[src/rtl/serial_frame_rx.sv]
module serial_frame_rx #(
  parameter int FRAME_BITS  = 24,
  parameter int ADDR_W      = 5,
  parameter int CHAN_W      = 2,
  parameter int CODE_W      = 14,
  parameter int SYNC_STAGES = 2
) (
  input  logic              clk,
  input  logic              rst_n,
  input  logic              sclk_in,
  input  logic              sdin_in,
  input  logic              fsync_n_in,
  input  logic              load_n_in,
  input  logic [ADDR_W-1:0] strap_addr,
  input  logic              addr_bypass,
  output logic              wr_valid,
  output logic [CHAN_W-1:0] wr_chan,
  output logic [CODE_W-1:0] wr_data,
  output logic              wr_load,
  output logic              frame_err
);
  localparam int ADDR_LSB = FRAME_BITS - ADDR_W;
  localparam int CHAN_LSB = ADDR_LSB - 1 - CHAN_W;
  localparam int CNT_W    = $clog2(FRAME_BITS + 2);
  localparam logic [CNT_W-1:0] CNT_FULL = CNT_W'(FRAME_BITS);
  localparam logic [CNT_W-1:0] CNT_SAT  = CNT_W'(FRAME_BITS + 1);

  logic [SYNC_STAGES-1:0] sclk_q, din_q, fs_q, ld_q;
  logic sclk_d, fs_d;
  logic [FRAME_BITS-1:0] shreg;
  logic [CNT_W-1:0] cnt;
  logic in_frame;

  wire sclk_s = sclk_q[SYNC_STAGES-1];
  wire din_s  = din_q[SYNC_STAGES-1];
  wire fs_s   = fs_q[SYNC_STAGES-1];
  wire ld_s   = ld_q[SYNC_STAGES-1];

  wire sclk_rise = sclk_s & ~sclk_d;
  wire fs_fall   = ~fs_s & fs_d;
  wire fs_rise   = fs_s & ~fs_d;

  wire [ADDR_W-1:0] f_addr = shreg[FRAME_BITS-1 -: ADDR_W];
  wire [CHAN_W-1:0] f_chan = shreg[CHAN_LSB +: CHAN_W];
  wire [CODE_W-1:0] f_code = shreg[CODE_W-1:0];
  wire len_ok  = (cnt == CNT_FULL);
  wire addr_ok = addr_bypass | (f_addr == strap_addr);
  wire commit  = fs_rise & in_frame;

  always_ff @(posedge clk) begin
    if (!rst_n) begin
      sclk_q <= '0;
      din_q  <= '0;
      fs_q   <= '1;
      ld_q   <= '1;
      sclk_d <= 1'b0;
      fs_d   <= 1'b1;
    end else begin
      sclk_q <= {sclk_q[SYNC_STAGES-2:0], sclk_in};
      din_q  <= {din_q[SYNC_STAGES-2:0], sdin_in};
      fs_q   <= {fs_q[SYNC_STAGES-2:0], fsync_n_in};
      ld_q   <= {ld_q[SYNC_STAGES-2:0], load_n_in};
      sclk_d <= sclk_s;
      fs_d   <= fs_s;
    end
  end

  always_ff @(posedge clk) begin
    if (!rst_n) begin
      shreg    <= '0;
      cnt      <= '0;
      in_frame <= 1'b0;
    end else if (fs_fall) begin
      shreg    <= '0;
      cnt      <= '0;
      in_frame <= 1'b1;
    end else if (fs_rise) begin
      in_frame <= 1'b0;
    end else if (in_frame && !fs_s && sclk_rise) begin
      shreg <= {shreg[FRAME_BITS-2:0], din_s};
      if (cnt != CNT_SAT) cnt <= cnt + 1'b1;
    end
  end

  always_ff @(posedge clk) begin
    if (!rst_n) begin
      wr_valid  <= 1'b0;
      wr_chan   <= '0;
      wr_data   <= '0;
      wr_load   <= 1'b0;
      frame_err <= 1'b0;
    end else begin
      wr_valid  <= commit & len_ok & addr_ok;
      frame_err <= commit & ~len_ok;
      if (commit && len_ok && addr_ok) begin
        wr_chan <= f_chan;
        wr_data <= f_code;
        wr_load <= ld_s;
      end
    end
  end

  p_one_cycle_r7: assert property (@(posedge clk) disable iff (!rst_n)
    wr_valid |=> !wr_valid);
  p_err_pulse_r6: assert property (@(posedge clk) disable iff (!rst_n)
    frame_err |=> !frame_err);
  p_err_excl_r6: assert property (@(posedge clk) disable iff (!rst_n)
    frame_err |-> !wr_valid);
  p_after_rise_r3: assert property (@(posedge clk) disable iff (!rst_n)
    (wr_valid || frame_err) |-> $past(fs_s));
  p_addr_match_r4: assert property (@(posedge clk) disable iff (!rst_n)
    (wr_valid && !$past(addr_bypass)) |-> ($past(f_addr) == $past(strap_addr)));
  p_hold_r4: assert property (@(posedge clk) disable iff (!rst_n)
    !wr_valid |-> ($stable(wr_data) && $stable(wr_chan)));
  p_count_r6: assert property (@(posedge clk) disable iff (!rst_n)
    wr_valid |-> ($past(cnt) == CNT_FULL));
endmodule

[config.mk]
export PLATFORM = sky130hd
export DESIGN_NAME = serial_frame_rx
export DESIGN_NICKNAME = d
export VERILOG_FILES = /design/src/rtl/serial_frame_rx.sv
export SDC_FILE = /design/constraint.sdc
export NUM_CORES = 1
export LEC_CHECK = 0
export BUFFER_PORTS_ARGS = -buffer_cell sky130_fd_sc_hd__buf_4
export CORE_MARGIN = 5
export CORE_UTILIZATION = 40
export CTS_CLUSTER_SIZE = 28
export DETAILED_ROUTE_END_ITERATION = 10
export GPL_TIMING_DRIVEN = 0
export SLEW_MARGIN = 20
export SYNTH_ARGS = -nofsm -noshare
export SYNTH_HDL_FRONTEND = slang
export SYNTH_SLANG_ARGS = --single-unit
[constraint.sdc]
create_clock -name clk -period 1.85 [get_ports clk]
set_input_delay 0 -clock clk [delete_from_list [all_inputs] [get_ports clk]]
set_output_delay 0 -clock clk [all_outputs]
set_load 0.05 [all_outputs]
# [Yosys cells after proc, flatten, opt, wreduce, memory -nomap -nowiden]
# Index checks and enable logic that the tools add are counted.
[totals] wordCells=43 reg_bits=59 out_inout_bits=19
[classes] add_sub_neg=1 n_reduce_logical=9 n_eq_ne=3 n_bitwise=14 n_mux=2
[op_table] operator="$and 1x1->1" count=7
[op_table] operator="$not 1->1" count=6
[op_table] operator="$add 5x1->5 const B" count=1
[op_table] operator="$eq 5x5->1" count=1
[op_table] operator="$eq 5x5->1 const B" count=1
[op_table] operator="$ne 5x5->1 const B" count=1
[op_table] operator="$logic_and 1x1->1" count=4
[op_table] operator="$reduce_and 3->1" count=1
[op_table] operator="$mux 1" count=2
[op_table] operator="$reduce_and 2->1" count=1
[op_table] operator="$reduce_bool 2->1" count=1
[op_table] operator="$reduce_or 2->1" count=1
[op_table] operator="$logic_not 1->1" count=1
[op_table] operator="$or 1x1->1" count=1

# [Longest topological paths before layout]
[depth] ltp_word=5 ltp_mapped=8

# [Least setup slack after synthesis]
# No wires, ideal clock.
[synth_timing] path_type="flip-flop to flip-flop" start="register cnt[0]" end="register wr_data[10]" t_required_ns=1.728 setup_slack_ns=0.154 t_arrival_ns=1.574 stages_incl_launch_ff=8 setup_time_ns=0.122 synth_period_minus_slack_ns=1.696 path_cell_list="dfxtp_1 > inv_1 > ha_1 > and4b_2 > nand3_2 > o311ai_4 > buf_8 > o22ai_2"
[synth_between] elab_chain_len=3
[synth_lines] item="start, declared" line_no="31" source="logic [CNT_W-1:0] cnt;"
[synth_lines] item="start signal, assigned" line_no="81" source="if (cnt != CNT_SAT) cnt <= cnt + 1'b1;"
[synth_lines] item="$eq 5x5->1" line_no="46" source="wire len_ok = (cnt == CNT_FULL);"
[synth_lines] item="$logic_and 1x1->1 (2 in series)" line_no="95" source="if (commit && len_ok && addr_ok) begin"
[synth_lines] item="end signal, assigned" line_no="97" source="wr_data <= f_code;"
[synth_lines] item="end, declared" line_no="18" source="output logic [CODE_W-1:0] wr_data,"
# Every way passes these cells.
# A chain may end at the register's enable or synchronous reset.

# [Final worst setup path]
[layout_timing] start="register fs_q[1]" end="register wr_data[9]"
[layout_between] elab_chain_len=4
[layout_lines] item="start, declared" line_no="28" source="logic [SYNC_STAGES-1:0] sclk_q, din_q, fs_q, ld_q;"
[layout_lines] item="start signal, assigned" line_no="61" source="fs_q <= {fs_q[SYNC_STAGES-2:0], fsync_n_in};"
[layout_lines] item="$and 1x1->1" line_no="41" source="wire fs_rise = fs_s & ~fs_d;"
[layout_lines] item="$and 1x1->1" line_no="48" source="wire commit = fs_rise & in_frame;"
[layout_lines] item="$logic_and 1x1->1 (2 in series)" line_no="95"
# Every way passes these cells.

==> run metrics <==
cell count after synthesis 260; first-pass GRT wire length 8.18 mm; FP Rows 27; CTS sink count 59; number of enable-type register cells in the synthesized netlist 0; count of unique library cells instantiated by Yosys 31; Die Outline Area 0.00749 mm²; clock latency at the later pin of the worst-skew pair 0.34 ns; cells taking the most area after synthesis dfxtp_1, inv_1, nand3_1, o22ai_2, a21oi_1; highest clock frequency the design can meet 570 MHz; ant diodes 0; clock root buffer clkbuf_8; leakage power of the design 1.10 nW; post-synth design cell area 0.00234 mm²; total net switching power 0.536 mW; share of synthesized registers carrying an async set or reset 0; IO buf count 30; area of all placed cells without fillers 0.00293 mm²; area growth from synthesis to layout 24.9%; commonest cells after routing, fill and taps aside dfxtp_1, inv_1, buf_4; placeable core area 0.00561 mm²; synthesized flop and latch total 59; RD Place Congestion 0.718; Max VDD drop 0.543 mV; internal power 1.84 mW; DP HPWL 3.20 mm; fraction of final layout cells sized beyond drive strength 1 0.232; gr usage total 0.142; routed vias/inst 4.78; R2R Path Start fs_q[1]$_SDFF_PN1_; Max Buffers Root-to-Sink 2; start point of the worst min-delay path strap_addr[3]; tightest slew margin relative to the limit 0.690; 1st-iter DRT viols 70; final core utilization 0.522; CTS tree yes; Starting Density 0.418; count of fill cells added during filler insertion 544; most frequently used flop master after synthesis dfxtp_1; Layout Nets 327; final hold viol count 0; grt total ovfl 0; maximum level of the CTS H-tree 3; Pre-antenna DRT Iters 6; sort of element at the end of the critical path flop; total number of vias 1847; routed length per instance 12.2 µm; switching fraction of total power 0.226; number of max-slew violations in the final report 0; number of global-route vias before repair 1750; most common library cell in the layout ignoring fill and taps dfxtp_1; Seq/Total Area, Yosys 0.504; I/O pins 31; worst-margin pin slew 0.465 ns; synth warn 0; syn_nets 277; kind of critical path reg2reg; share of the synthesized area in the top cell type 0.504; Period Utilization, post-route 0.948; vertical extent of the die 86.5 µm; proportion of power drawn by flip-flops and latches 0.541; Power Dens Cells 810 mW/mm²; most area-hungry cell type in the Yosys netlist dfxtp_1; die outline width 86.5 µm; Clk network pwr share 0.417; post-route clock skew 0.00402 ns; highest fanout seen on the critical path 10; pin count of the biggest net entering global routing 11; hold crit path type in2reg; count of final setup violators 0; Crit path arrival time 2.02 ns; cell area after placement 0.00266 mm²; crit start category flop; number of antenna violations at the first check in global routing 0; Critical Path Start fs_q[1]$_SDFF_PN1_; Total Routed Length 4.70 mm; setup repair after global routing missed its margin no; number of nets still failing antenna checks after routing 0; post-synthesis area per instance 9.01 µm²; Worst-path clk slew 0.06 ns; Post-route DRC 0; length in cells of the worst reg-to-reg path 7; reported max-cap violation count 0; status finished clean; hold path cells 4; Crit path required time 2.12 ns; CTS Buf Count 9; combinational group share of total power 0.042; post-layout minimum cycle time 1.75 ns
[metrics by stage]
| step | hold WS (ns) | TNS (ns) | setup slack [ns] | power [mW] | std cells |
|---|---|---|---|---|---|
| 5_1_grt | 0.0860 | 0 | 0.0118 | 2.48 | 386 |
| 3_3_place_gp | 0.182 | -0.834 | -0.0621 | 1.39 | 362 |
| 3_5_place_dp | 0.192 | -1.62 | -0.0854 | 1.39 | 362 |
| 4_1_cts | 0.0537 | 0 | 0.0127 | 2.40 | 385 |
| 2_1_floorplan | 0.0730 | 0 | 0.154 | 1.36 | 260 |
| 6_report | 0.0717 | 0 | 0.0966 | 2.37 | 386 |
[worst max-delay path: stages, from the launching register on]
cell     delay, ns
dfxtp_1       0.39
ha_2          0.28
and3_1        0.19
nand2_1       0.07
o41a_1        0.34
buf_6         0.15
buf_6         0.15
o22ai_2       0.11
[final cells by class]
cell class	count	area, µm²	area share
repair buffers	39	308	0.105
flip-flops and latches	59	1180	0.404
clock inverters	3	15.0	0.00513
well taps	72	90.1	0.0308
clock buffers	12	145	0.0496
multi-input cells	146	942	0.322
inverters	39	146	0.0500
plain buffers	16	98.8	0.0338
[flip-flops by register name (all words and copies together), names as in the netlist]
name	count
fs_d	1
wr_data	14
cnt	5
wr_chan	2
fs_q	2
wr_load	1
wr_valid	1
sclk_q	2
sclk_d	1
in_frame	1
din_q	2
shreg	24
frame_err	1
ld_q	2
[path summary, 6_finish.rpt]
| path | endpoint | slack [ns] |
|---|---|---|
| max | wr_data[9]$_SDFFE_PN0P_ | 0.1 |
| min | wr_valid$_SDFF_PN0_ | 0.07 |
| min reg2reg | ld_q[1]$_SDFF_PN1_ | 0.40 |
| max reg2reg | wr_data[9]$_SDFFE_PN0P_ | 0.1 |
[per-layer routing]
layer	part of all wire	up-vias	track usage	wire (µm)
met5	0	-	0	0
met4	0.016	0	0.0510	75
met3	0.046	8	0.0665	218
met2	0.46	40	0.213	2160
met1	0.48	851	0.177	2250
li1	-	948	-	-
[Yosys cell counts, types with 2 or more instances]
cell	n
a21oi_1	24
and2_1	7
buf_2	4
buf_6	2
clkbuf_1	8
dfxtp_1	59
ha_1	5
inv_1	39
mux2i_1	2
nand2_1	28
nand2b_1	5
nand3_1	26
nand4_1	4
nor2_1	7
nor3_1	2
o22ai_1	7
o22ai_2	10
xnor2_1	3
xor2_1	6
[power by group through the flow]
stage          Clock [mW]  Combinational (mW)  Sequential, mW
6_report            0.990              0.0987            1.28
5_1_grt              1.08               0.110            1.28
4_1_cts              1.02              0.0977            1.28
3_5_place_dp            0              0.0840            1.31
3_3_place_gp            0              0.0835            1.31
2_1_floorplan           0              0.0493            1.31
[cell families (layout without fill, tap and decap cells)]
kind of cell,after synthesis,in the layout,synth area share
compound gates,44,44,0.142
xor+xnor,9,9,0.0336
flops,59,59,0.504
mux,2,2,0.00854
fa+ha+maj,5,5,0.0267
buf+inv,55,109,0.101
simple gates,86,86,0.184
[timing repair]
item / 4_1_cts / 5_1_grt
endpoints found under the setup margin: 34 / 35
hold endpoints to repair: 6 / 0
buffers inserted: 2 / 1
resized for setup: 1 / 11
hold buffers: 6 / 0
pin swaps: 1 / 0
Power figures use the tool's default switching activity.
